[src/rtl/sdram_cmd_decode.sv]
module sdram_cmd_decode #(
  parameter int ROW_W = 12,
  parameter int COL_W = 8,
  parameter int BA_W  = 2
) (
  input  logic             clk,
  input  logic             rst_n,
  input  logic             cs_n,
  input  logic             ras_n,
  input  logic             cas_n,
  input  logic             we_n,
  input  logic             cke,
  input  logic [BA_W-1:0]  ba,
  input  logic [ROW_W-1:0] addr,
  output logic [14:0]      cmd,
  output logic [BA_W-1:0]  cmd_bank,
  output logic [ROW_W-1:0] cmd_row,
  output logic [COL_W-1:0] cmd_col,
  output logic             cmd_ap,
  output logic [COL_W:0]   burst_len,
  output logic             burst_ilv,
  output logic [2:0]       cas_lat,
  output logic             test_mode,
  output logic             dll_reset,
  output logic             mr_valid,
  output logic             dll_en,
  output logic [1:0]       drive_str,
  output logic             emr_valid,
  output logic             cfg_err
);
  localparam int C_DESEL = 0, C_NOP = 1, C_ACT = 2, C_PRE = 3, C_PREA = 4;
  localparam int C_RD = 5, C_WR = 6, C_BST = 7, C_AREF = 8, C_SRE = 9;
  localparam int C_SRX = 10, C_MRS = 11, C_EMRS = 12, C_PDE = 13, C_PDX = 14;
  localparam logic [COL_W:0] ONE  = 1;
  localparam logic [COL_W:0] FULL = ONE << COL_W;

  logic       cke_q, in_sref, in_pd, dll_off;
  logic [8:0] mr;
  logic [1:0] ds;
  logic [14:0] nxt;

  wire [2:0] rcw    = {ras_n, cas_n, we_n};
  wire       run    = cke_q & cke;
  wire       fall   = cke_q & ~cke;
  wire       rise   = ~cke_q & cke;
  wire       is_ref = ~cs_n & (rcw == 3'b001);
  wire       is_set = run & ~cs_n & (rcw == 3'b000);
  wire       is_col = ~cs_n & rcw[2] & ~rcw[1];

  wire [2:0] bl_c = addr[2:0];
  wire [2:0] cl_c = addr[6:4];
  wire bl_ok   = (bl_c == 3'b001) | (bl_c == 3'b010) | (bl_c == 3'b011) | (bl_c == 3'b111);
  wire cl_ok   = (cl_c == 3'b011) | (cl_c == 3'b100) | (cl_c == 3'b101);
  wire mr_good = bl_ok & cl_ok & ~((bl_c == 3'b111) & addr[3]);
  wire emr_good = ~(addr[6] & ~addr[1]);
  wire mr_wr   = is_set & (ba == BA_W'(0));
  wire emr_wr  = is_set & (ba == BA_W'(1));
  wire bad_sel = is_set & (ba > BA_W'(1));

  always_comb begin
    nxt = '0;
    if (run) begin
      if (cs_n) nxt[C_DESEL] = 1'b1;
      else begin
        case (rcw)
          3'b111: nxt[C_NOP] = 1'b1;
          3'b011: nxt[C_ACT] = 1'b1;
          3'b010: nxt[addr[8] ? C_PREA : C_PRE] = 1'b1;
          3'b101: nxt[C_RD] = 1'b1;
          3'b100: nxt[C_WR] = 1'b1;
          3'b110: nxt[C_BST] = 1'b1;
          3'b001: nxt[C_AREF] = 1'b1;
          default: begin
            if (ba == BA_W'(0))      nxt[C_MRS]  = 1'b1;
            else if (ba == BA_W'(1)) nxt[C_EMRS] = 1'b1;
            else                     nxt[C_NOP]  = 1'b1;
          end
        endcase
      end
    end else if (fall) begin
      nxt[is_ref ? C_SRE : C_PDE] = 1'b1;
    end else if (rise) begin
      if (in_sref)    nxt[C_SRX] = 1'b1;
      else if (in_pd) nxt[C_PDX] = 1'b1;
    end
  end

  always_ff @(posedge clk) begin
    if (!rst_n) begin
      cke_q     <= 1'b0;
      in_sref   <= 1'b0;
      in_pd     <= 1'b0;
      cmd       <= '0;
      cmd_bank  <= '0;
      cmd_row   <= '0;
      cmd_col   <= '0;
      cmd_ap    <= 1'b0;
      mr        <= '0;
      mr_valid  <= 1'b0;
      dll_off   <= 1'b1;
      ds        <= '0;
      emr_valid <= 1'b0;
      cfg_err   <= 1'b0;
    end else begin
      cke_q    <= cke;
      cmd      <= nxt;
      cmd_bank <= ba;
      cmd_row  <= addr;
      cmd_col  <= addr[COL_W-1:0];
      cmd_ap   <= run & is_col & addr[8];
      if (fall & is_ref)  in_sref <= 1'b1;
      else if (rise)      in_sref <= 1'b0;
      if (fall & ~is_ref) in_pd <= 1'b1;
      else if (rise)      in_pd <= 1'b0;
      if (mr_wr & mr_good) begin
        mr       <= addr[8:0];
        mr_valid <= 1'b1;
      end
      if (emr_wr & emr_good) begin
        dll_off   <= addr[0];
        ds        <= {addr[6], addr[1]};
        emr_valid <= 1'b1;
      end
      cfg_err <= (mr_wr & ~mr_good) | (emr_wr & ~emr_good) | bad_sel;
    end
  end

  assign burst_len = !mr_valid ? '0 : (&mr[2:0]) ? FULL : (ONE << mr[2:0]);
  assign burst_ilv = mr[3];
  assign cas_lat   = mr[6:4];
  assign test_mode = mr[7];
  assign dll_reset = mr[8];
  assign dll_en    = emr_valid & ~dll_off;
  assign drive_str = ds;
endmodule

[config.mk]
export PLATFORM = sky130hd
export DESIGN_NAME = sdram_cmd_decode
export DESIGN_NICKNAME = d
export VERILOG_FILES = /design/src/rtl/sdram_cmd_decode.sv
export SDC_FILE = /design/constraint.sdc
export NUM_CORES = 1
export LEC_CHECK = 0
export ABC_AREA = 1
export BUFFER_PORTS_ARGS = -buffer_cell sky130_fd_sc_hd__buf_2
export CAP_MARGIN = 15
export CORE_UTILIZATION = 42
export DETAILED_ROUTE_END_ITERATION = 12
export HOLD_SLACK_MARGIN = 0.05
export PLACE_DENSITY = 0.75
export SYNTH_ARGS = -nofsm -noshare
export SYNTH_HDL_FRONTEND = slang
export SYNTH_SLANG_ARGS = --single-unit
[constraint.sdc]
create_clock -name clk -period 1.3 [get_ports clk]
set_clock_uncertainty 0.05 [all_clocks]
set_input_delay 0.065 -clock clk [delete_from_list [all_inputs] [get_ports clk]]
set_output_delay 0.065 -clock clk [all_outputs]
set_load 0.05 [all_outputs]
==> metrics.md <==
| Metric | Value |
|---|---|
| RSZ-0062 raised after global routing | `yes` |
| CORE AREA | `4140 um^2` |
| Synth warn | `0` |
| Critical Path Max Stage Delay | `530 ps` |
| Crit-path max FO | `5` |
| First-pass GRT wire length | `6310 um` |
| Syn_area_per_cell | `7.61 um^2` |
| Buf/Inv on CP | `2` |
| GPL Wtd Cong | `0.759` |
| Post-CTS Setup Bufs | `0` |
| Required @ worst endpoint | `1450 ps` |
| Final Hold Violating Endpoints | `0` |
| CTS root buf | `clkbuf_8` |
| Pleak | `1.44 nW` |
| HPWL Detailed | `2830 um` |
| Vias in the first global route | `1467` |
| Maxcap violations | `0` |
| Initial core utilization | `45.2%` |
| Sequential fraction of the synthesis area | `51.3%` |
| Worst Setup Start Kind | `input pin` |
| Cts bufs inserted | `5` |
| Initial DRC count | `74` |
| Diode count | `0` |
| Post-Syn Nets | `267` |
| ANT nets after route | `0` |
| Synth Instances | `246` |
| H-tree Lvls | `2` |
| CTS max path bufs | `2` |
| Overall routed net length | `4340 um` |
| Status | `completed` |
| Die Ht | `68.8 um` |
| Detailed-route via count | `1822` |
| All-Layer GR Usage | `18.5%` |
| Top delay family on crit path | `buffers and inverters` |
| Largest net degree at the start of global routing | `17` |
| Clock Latency Late Sink | `300 ps` |
| Critical Setup Path Class | `in -> reg` |
| Die area | `4730 um^2` |
| Distinct cells, synth | `24` |
| Synth area leader | `dfxtp_1` |
| Area grow syn2layout | `45.8%` |
| Crit path DAT | `1410 ps` |
| Synth top area share | `51.3%` |
| Area contributors post-synth | `dfxtp_1 (51%), nand2_1 (10%), nor2_1 (10%)` |
| I/O pin count | `80` |
| Final setup TNS | `0 ps` |
| Slowest cell on the critical path | `dlygate4sd3_1` |
| I/O Buffers | `78` |
| Worst vdd ir | `0.626 mV` |
| Gr ovfl total | `0` |
| Worst Hold Class | `in -> reg` |
| Final setup violation count | `0` |
| Layout net count | `367` |
| Worst Setup End Kind | `flip-flop` |
| Routed WL per cell | `10.9 um` |
| CP dominant cell by count | `nor2_4` |
| Yosys reg bits | `48` |
| Final period util | `96.9%` |
| Die extent in x | `68.8 um` |
| Cell Chain, Critical Path | `dlygate4sd3_1, buf_2, nor2_4, nand3_2, nor2_4, nand3_1, nand2_1, nor2_1` |
| Hold_ws | `78.7 ps` |
| Final min period | `1260 ps` |
| FP Rows | `23` |
| Initial antenna violation count | `0` |
| Clock sink total | `48` |
| Syn Std Cell Area | `1870 um^2` |
| Vias per std cell | `4.59` |
| F_max | `794 MHz` |
| Slew Viols, Final | `0` |
| Clk pin slew, worst setup/hold paths | `90 ps` |
| Drt pass-1 iters | `4` |
| Fraction of layout cells with a size suffix above 1 | `37.5%` |
| CTS tree | `done` |
| PwrDens | `1040 nW/um^2` |
| # DRC | `0` |
repair_timing:
item	in CTS	in global routing
gates resized for setup	9	22
endpoints found under the hold margin	26	0
hold buffers	24	0
endpoints found under the setup margin	8	25
pin swaps	0	5
cloned	0	2
power breakdown:
part | internal (W) | total, W | switching (W)
Combinational | 0.000140 | 0.000444 | 0.000304
Sequential | 0.00150 | 0.00151 | 0.0000100
Clock | 0.000381 | 0.000881 | 0.000500
Total | 0.00202 | 0.00283 | 0.000814
worst reg2reg max path: stages (launching register included):
cell     delay (ps)
dfxtp_2         340
nand2_2          90
nor2_8          170
inv_2            90
nor2_4          150
nand3_1         100
nand2_1          80
nor2_1           40
area by class of cell:
cell class	count	area (um^2)
tap	50	62.6
sequential	48	967
multi-input combinational	146	774
clock buffer	5	68.8
inverter	39	146
clock inverter	3	23.8
fill	377	1410
timing repair buffer	106	688
flip-flops by register name, summed over array words and instances, names as in the netlist, 2 cells and up:
register,flops
cmd,15
cmd_row,12
mr,9
cmd_bank,2
drive_str,2
cell usage in the layout (no fill, tap or decap), types with 2 or more instances in the layout:
cell           instances
nor2_1                39
buf_4                 10
nand2_1               47
nor4_1                 3
clkinvlp_4             2
inv_1                 34
nand3_2                3
buf_6                  2
clkbuf_8               5
nor2_2                 6
nor3_1                 2
dfxtp_1               43
dfxtp_2                5
nand3_1               16
dlygate4sd3_1         24
buf_2                 70
nor2_4                10
o21ai_0                2
nand2_2                6
a21oi_1                3
nor2_8                 2
inv_2                  5
Yosys cell counts:
library cell / number
o211ai_1: 1
nand3_2: 1
buf_2: 1
nor2_2: 1
nor4_1: 3
dfxtp_1: 48
buf_4: 12
nor2_1: 50
nand3_1: 18
nand2_2: 2
o21ai_1: 1
inv_1: 36
nor3_1: 2
o22ai_1: 1
o21ai_0: 3
buf_1: 1
inv_2: 3
nand2_1: 52
clkbuf_1: 1
nor2_4: 2
nor2_8: 2
conb_1: 1
nand3_4: 1
a21oi_1: 3
metal layers:
metal	part of all wire, %	GRT usage (%)	vias up
met5	0	0	-
met4	1.2	6.89	0
met3	8.2	6.58	7
met2	48	32.6	74
met1	43	20.3	810
li1	-	-	931
cell families (layout without fill, tap and decap cells):
family | Yosys count | after routing | synth area share, %
AND/OR/NAND/NOR | 134 | 136 | 32.6
buffers and inverters | 54 | 153 | 13.3
flip-flops | 48 | 48 | 51.3
AO/OA/AOI/OAI | 9 | 9 | 2.60
other | 1 | 1 | 0.200
worst paths after layout:
path	from	endpoint	slack, ps	cells past startpoint
worst min-delay path	cke	cmd[9]	80	4
worst max register to register	cke_q	mr[1]	80	7
worst max-delay path	ba[1]	mr[1]	40	8
worst min register to register	in_pd	cmd[14]	390	2
through the flow:
stage | instance area, um^2 | setup WS, ps | std cells | total power [W] | utilization (%)
finish | 2730 | 40.6 | 397 | 0.00283 | 65.9
global route | 2730 | -8.72 | 397 | 0.00297 | 65.9
global placement | 2300 | 97.9 | 363 | 0.00191 | 55.4
floorplan | 1920 | 13.1 | 246 | 0.00181 | -
CTS | 2650 | 8.37 | 395 | 0.00285 | 64.0
detailed placement | 2300 | 47.6 | 363 | 0.00191 | 55.4
No activity file was read; power rests on OpenSTA's default activity.
